File: src/rtl/pj_pkg.sv
package pj_pkg;

    localparam int DEF_ADDR_W = 16;
    localparam int DEF_CFG_W  = 4;
    localparam int DEF_DATA_W = 8;

    // Data-source mode of the processor data bus
    typedef enum logic {
        MODE_INJECT = 1'b0,
        MODE_PASS   = 1'b1
    } bus_mode_e;

    function automatic logic is_pass(input bus_mode_e m);
        return (m == MODE_PASS);
    endfunction

endpackage

File: src/rtl/pj_cmp_sync.sv
module pj_cmp_sync #(
    parameter int ADDR_W = pj_pkg::DEF_ADDR_W,
    parameter int CFG_W  = pj_pkg::DEF_CFG_W
) (
    input  logic              clk,
    input  logic              rst,
    input  logic [ADDR_W-1:0] addr_i,
    input  logic              addr_vld_i,
    input  logic [CFG_W-1:0]  cfg_i,
    output logic              hit_q_o
);
    localparam int TAG_LO = ADDR_W - CFG_W;

    logic [CFG_W-1:0] tag;
    logic             raw_eq;

    assign tag    = addr_i[ADDR_W-1:TAG_LO];
    assign raw_eq = (tag == cfg_i);

    // Synchronizing register: raw equality is only trusted inside the valid window
    always_ff @(posedge clk) begin
        if (rst) hit_q_o <= 1'b0;
        else     hit_q_o <= raw_eq & addr_vld_i;
    end

    AST_HIT_NEEDS_VLD: assert property (@(posedge clk) disable iff (rst)
        hit_q_o |-> $past(addr_vld_i));

    AST_HIT_NEEDS_EQ: assert property (@(posedge clk) disable iff (rst)
        hit_q_o |-> ($past(addr_i[ADDR_W-1:TAG_LO]) == $past(cfg_i)));
endmodule

File: src/rtl/pj_hold_flag.sv
module pj_hold_flag (
    input  logic clk,
    input  logic rst,
    input  logic hit_i,
    output logic flag_o,
    output logic flag_nxt_o
);
    import pj_pkg::*;

    bus_mode_e mode_q, mode_d;

    always_comb begin
        mode_d = mode_q;
        if (hit_i) mode_d = MODE_PASS;
    end

    always_ff @(posedge clk) begin
        if (rst) mode_q <= MODE_INJECT;
        else     mode_q <= mode_d;
    end

    assign flag_o     = is_pass(mode_q);
    assign flag_nxt_o = is_pass(mode_d);

    AST_FLAG_STICKY: assert property (@(posedge clk) disable iff (rst)
        flag_o |=> flag_o);
endmodule

File: src/rtl/pj_data_sel.sv
module pj_data_sel #(
    parameter int              DATA_W = pj_pkg::DEF_DATA_W,
    parameter logic [DATA_W-1:0] NOP  = '0
) (
    input  logic              clk,
    input  logic              rst,
    input  logic              pass_nxt_i,
    input  logic [DATA_W-1:0] mem_din_i,
    output logic [DATA_W-1:0] dout_o
);
    // Selected with the next flag value so data and enable switch together
    always_ff @(posedge clk) begin
        if (rst)             dout_o <= NOP;
        else if (pass_nxt_i) dout_o <= mem_din_i;
        else                 dout_o <= NOP;
    end
endmodule

File: src/rtl/pj_nop_inject.sv
module pj_nop_inject #(
    parameter int ADDR_W = pj_pkg::DEF_ADDR_W,
    parameter int CFG_W  = pj_pkg::DEF_CFG_W,
    parameter int DATA_W = pj_pkg::DEF_DATA_W
) (
    input  logic              clk,
    input  logic              rst,
    input  logic [ADDR_W-1:0] addr_i,
    input  logic              addr_vld_i,
    input  logic [CFG_W-1:0]  cfg_i,
    input  logic [DATA_W-1:0] mem_din_i,
    output logic [DATA_W-1:0] cpu_dout_o,
    output logic              bus_en_o
);
    localparam logic [DATA_W-1:0] NOP_BYTE = '0;

    logic hit_q;
    logic flag;
    logic flag_nxt;

    pj_cmp_sync #(.ADDR_W(ADDR_W), .CFG_W(CFG_W)) u_cmp (
        .clk(clk), .rst(rst), .addr_i(addr_i), .addr_vld_i(addr_vld_i),
        .cfg_i(cfg_i), .hit_q_o(hit_q)
    );

    pj_hold_flag u_flag (
        .clk(clk), .rst(rst), .hit_i(hit_q), .flag_o(flag), .flag_nxt_o(flag_nxt)
    );

    pj_data_sel #(.DATA_W(DATA_W), .NOP(NOP_BYTE)) u_sel (
        .clk(clk), .rst(rst), .pass_nxt_i(flag_nxt), .mem_din_i(mem_din_i),
        .dout_o(cpu_dout_o)
    );

    assign bus_en_o = flag;

    AST_FLAG_NEEDS_HIT: assert property (@(posedge clk) disable iff (rst)
        $rose(bus_en_o) |-> $past(hit_q));

    AST_NOP_WHILE_OFF: assert property (@(posedge clk) disable iff (rst)
        !bus_en_o |-> (cpu_dout_o == NOP_BYTE));

    AST_MEM_WHILE_ON: assert property (@(posedge clk) disable iff (rst)
        bus_en_o |-> (cpu_dout_o == $past(mem_din_i)));

    AST_SWITCH_TOGETHER: assert property (@(posedge clk) disable iff (rst)
        $rose(bus_en_o) |-> (cpu_dout_o == $past(mem_din_i)));
endmodule

File: config.mk
export PLATFORM = sky130hd
export DESIGN_NAME = pj_nop_inject
export DESIGN_NICKNAME = d
export VERILOG_FILES = /design/src/rtl/pj_pkg.sv /design/src/rtl/pj_cmp_sync.sv /design/src/rtl/pj_hold_flag.sv /design/src/rtl/pj_data_sel.sv /design/src/rtl/pj_nop_inject.sv
export SDC_FILE = /design/constraint.sdc
export NUM_CORES = 1
export LEC_CHECK = 0
export BUFFER_PORTS_ARGS = -buffer_cell sky130_fd_sc_hd__clkbuf_2
export CAP_MARGIN = 10
export CORE_AREA = 2 2 39 41
export CTS_CLUSTER_DIAMETER = 60
export DETAILED_ROUTE_END_ITERATION = 10
export DIE_AREA = 0 0 41 43
export GPL_TIMING_DRIVEN = 0
export PLACE_DENSITY = 0.66
export SLEW_MARGIN = 20
export SYNTH_ARGS = -nofsm -noshare
export SYNTH_HDL_FRONTEND = slang
export SYNTH_HIERARCHICAL = 1
export SYNTH_SLANG_ARGS = --single-unit
File: constraint.sdc
create_clock -name clk -period 2.5 [get_ports clk]
set_input_delay 0.125 -clock clk [delete_from_list [all_inputs] [get_ports clk]]
set_output_delay 0.125 -clock clk [all_outputs]
set_load 0.005 [all_outputs]
==> flow_summary.yaml <==
power_and_ir_drop:
  power_frac_clock: 0.421
  leakage_nw: 0.300
  swShare: 0.187
  peakVddDrop_uv: 176
  power.share.sequential: 0.491
  comb_power_share: 0.088
  pwr_density_cell_mw_per_mm2: 618
  p_sw_mw: 0.0618
  cellInternalPower_mw: 0.268
floorplanning:
  rows: 14
  die_w_um: 41
  fp.dieH_um: 43
  initial_core_util: 0.247
  io_pins: 40
  fp.coreArea_sq_mm: 0.00138
  die_area_sq_mm: 0.00176
clock_tree:
  ctsResizeCount: 0
  clock_latency_ns: 0.25
  root_buffer: "clkbuf_4"
  post_cts_buffers: 0
  cts_tree: "built"
  ctsHtreeMaxLevel: 1
  hold_buffers: 0
  cts_sinks: 10
  clkTransAtPathRegs_ns: 0.06
  cts_made_buffers: 3
  clk_path_buf_depth: 2
final_layout:
  final_common_cell: "clkbuf_2"
  area_delta_synth_final_pct: 56.0
  final_cell_mix: "27 x clkbuf_2, 10 x dfxtp_1, 8 x and3b_1"
  finalNetCount: 89
  fin_area_sq_um: 533
  final_cell_count_no_fill: 73
  diodes: 0
  drive_gt1_frac: 0.579
status:
  status: "completed"
worst_setup_path:
  setup.worst_path.end_class: "flop"
  slowest_stage: "dfxtp_1"
  startpoint_type: "flop"
  critPathKind: "flop to flop"
  cp.required_ns: 2.65
  critPathMaxStageDelay_ns: 0.31
  arrival_ns: 1.06
  crit_fanout: 8
  worstPathCellList: "or2_1 -> and3b_1"
logic_synthesis:
  synth_area_leaders: "dfxtp_1 59%, and3b_1 21%, xnor2_1 7.7%"
  synth_top_cell_by_area: "dfxtp_1"
  synth-xor-area-share: 0.103
  synth_top_family_by_area: "simple AND/OR/NAND/NOR gates"
  synthDistinctLibCells: 8
  ys_warn_count: 6
  synth_fp_nets: 57
  ys_seq_elements: 10
  ys_seq_area_frac: 0.586
  syn_area_per_cell_sq_um: 13.1
  synth_compound_area_frac: 0.0293
  muxShareOfSynthArea: 0
  synthCells: 26
  synthesis.area_sq_um: 342
  synthSimpleGateAreaFrac: 0.282
  synth_adder_area_share: 0
  netlist.area_leader.share: 0.586
timing:
  finalSetupViolations: 0
  setup_tns_ns: 0
  min_period_ns: 0.916
  period_share: 0.366
  slew_headroom: 0.871
  max_freq_mhz: 1090
  worst_slew_pin_slew_ns: 0.194
  hold_viol: 0
  finalClockSkew_ns: 0.000512
  rsz0062_at_grt: "false"
  drv_slew: 0
routing:
  drc: 0
  ant_nets: 0
  dr_total_vias: 297
  via_per_inst: 4.07
  wl_met3_um: 146
  post_drt_wl_per_cell_um: 9.81
  totalWireLength_um: 716
  drt_first_pass_iters: 2
  met1_length_um: 281
  routed-wl-met2_um: 288
  top_layer_used: "met3"
  drtIter0Drc: 1
place:
  dp_hpwl_um: 597
  dp.cells: 69
  io_buffer_count: 27
  dpl_cell_area_sq_um: 497
  place_congestion: 0.568
grt:
  grt_max_degree: 11
  grt_use_total: 0.0876
  overflow: 0
  antenna_found_initial: 0
  grt_pass1_wl_um: 979
  grt_pass1_vias: 268
flow_run:
  cap_violations: 0
hold_path:
  hold_class: "input pin to flop"
==> critical path, delay by kind of cell, from the launching register on <==
kind / cells / cell delay [ns]
and+or+nand+nor: 2 / 0.50
DFF: 1 / 0.31
==> state kept, by name, summed over array words and instances, names as in the netlist <==
register       cells
u_cmp/hit_q_o      1
u_flag/flag_o      1
u_sel/dout_o       8
==> routing by layer <==
layer,vias up,global-route usage
met2,28,0.125
met3,0,0.0419
met4,0,0.0800
met5,-,0
met1,117,0.0877
li1,152,-
==> power by group through the flow <==
stage	registers, mW	logic [mW]	clock network (mW)
2_1_floorplan	0.166	0.0105	0
5_1_grt	0.162	0.0325	0.150
4_1_cts	0.162	0.0296	0.146
6_report	0.162	0.0289	0.139
3_5_place_dp	0.165	0.0294	0
3_3_place_gp	0.165	0.0289	0
==> cell type report <==
cell class              instances  area [sq um]
clock buffers                   4          36.3
fillers                       151           851
multi-input cells              16           141
flip-flops and latches         10           200
well taps                      16          20.0
repair buffers                 27           135
==> per-stage QoR <==
stage,util,total power [mW],hold WS (ns),setup slack [ns]
global placement,0.359,0.194,0.371,1.60
CTS,0.385,0.337,0.102,1.58
finish,0.385,0.329,0.109,1.58
global route,0.385,0.344,0.113,1.54
detailed placement,0.359,0.195,0.375,1.59
floorplan,-,0.176,0.196,1.66
==> worst paths after layout <==
path	from	endpoint	slack, ns	cells after the start
worst max-delay path	u_cmp/hit_q_o	u_sel/dout_o[0]	1.58	2
worst min-delay path	mem_din_i[7]	u_sel/dout_o[7]	0.11	2
worst max register to register	u_cmp/hit_q_o	u_sel/dout_o[0]	1.58	2
worst min register to register	u_cmp/hit_q_o	u_flag/flag_o	0.48	1
==> synthesized netlist by cell type, drive strengths merged <==
cell type / instances
nand3: 1
and3b: 8
or2: 1
dfxtp: 10
xnor2: 3
xor2: 1
nor4b: 1
o21ba: 1
==> cell families after synthesis <==
kind of cell    Yosys count
flops                    10
simple gates             11
xor+xnor                  4
compound gates            1
No activity file was read; power rests on OpenSTA's default activity.
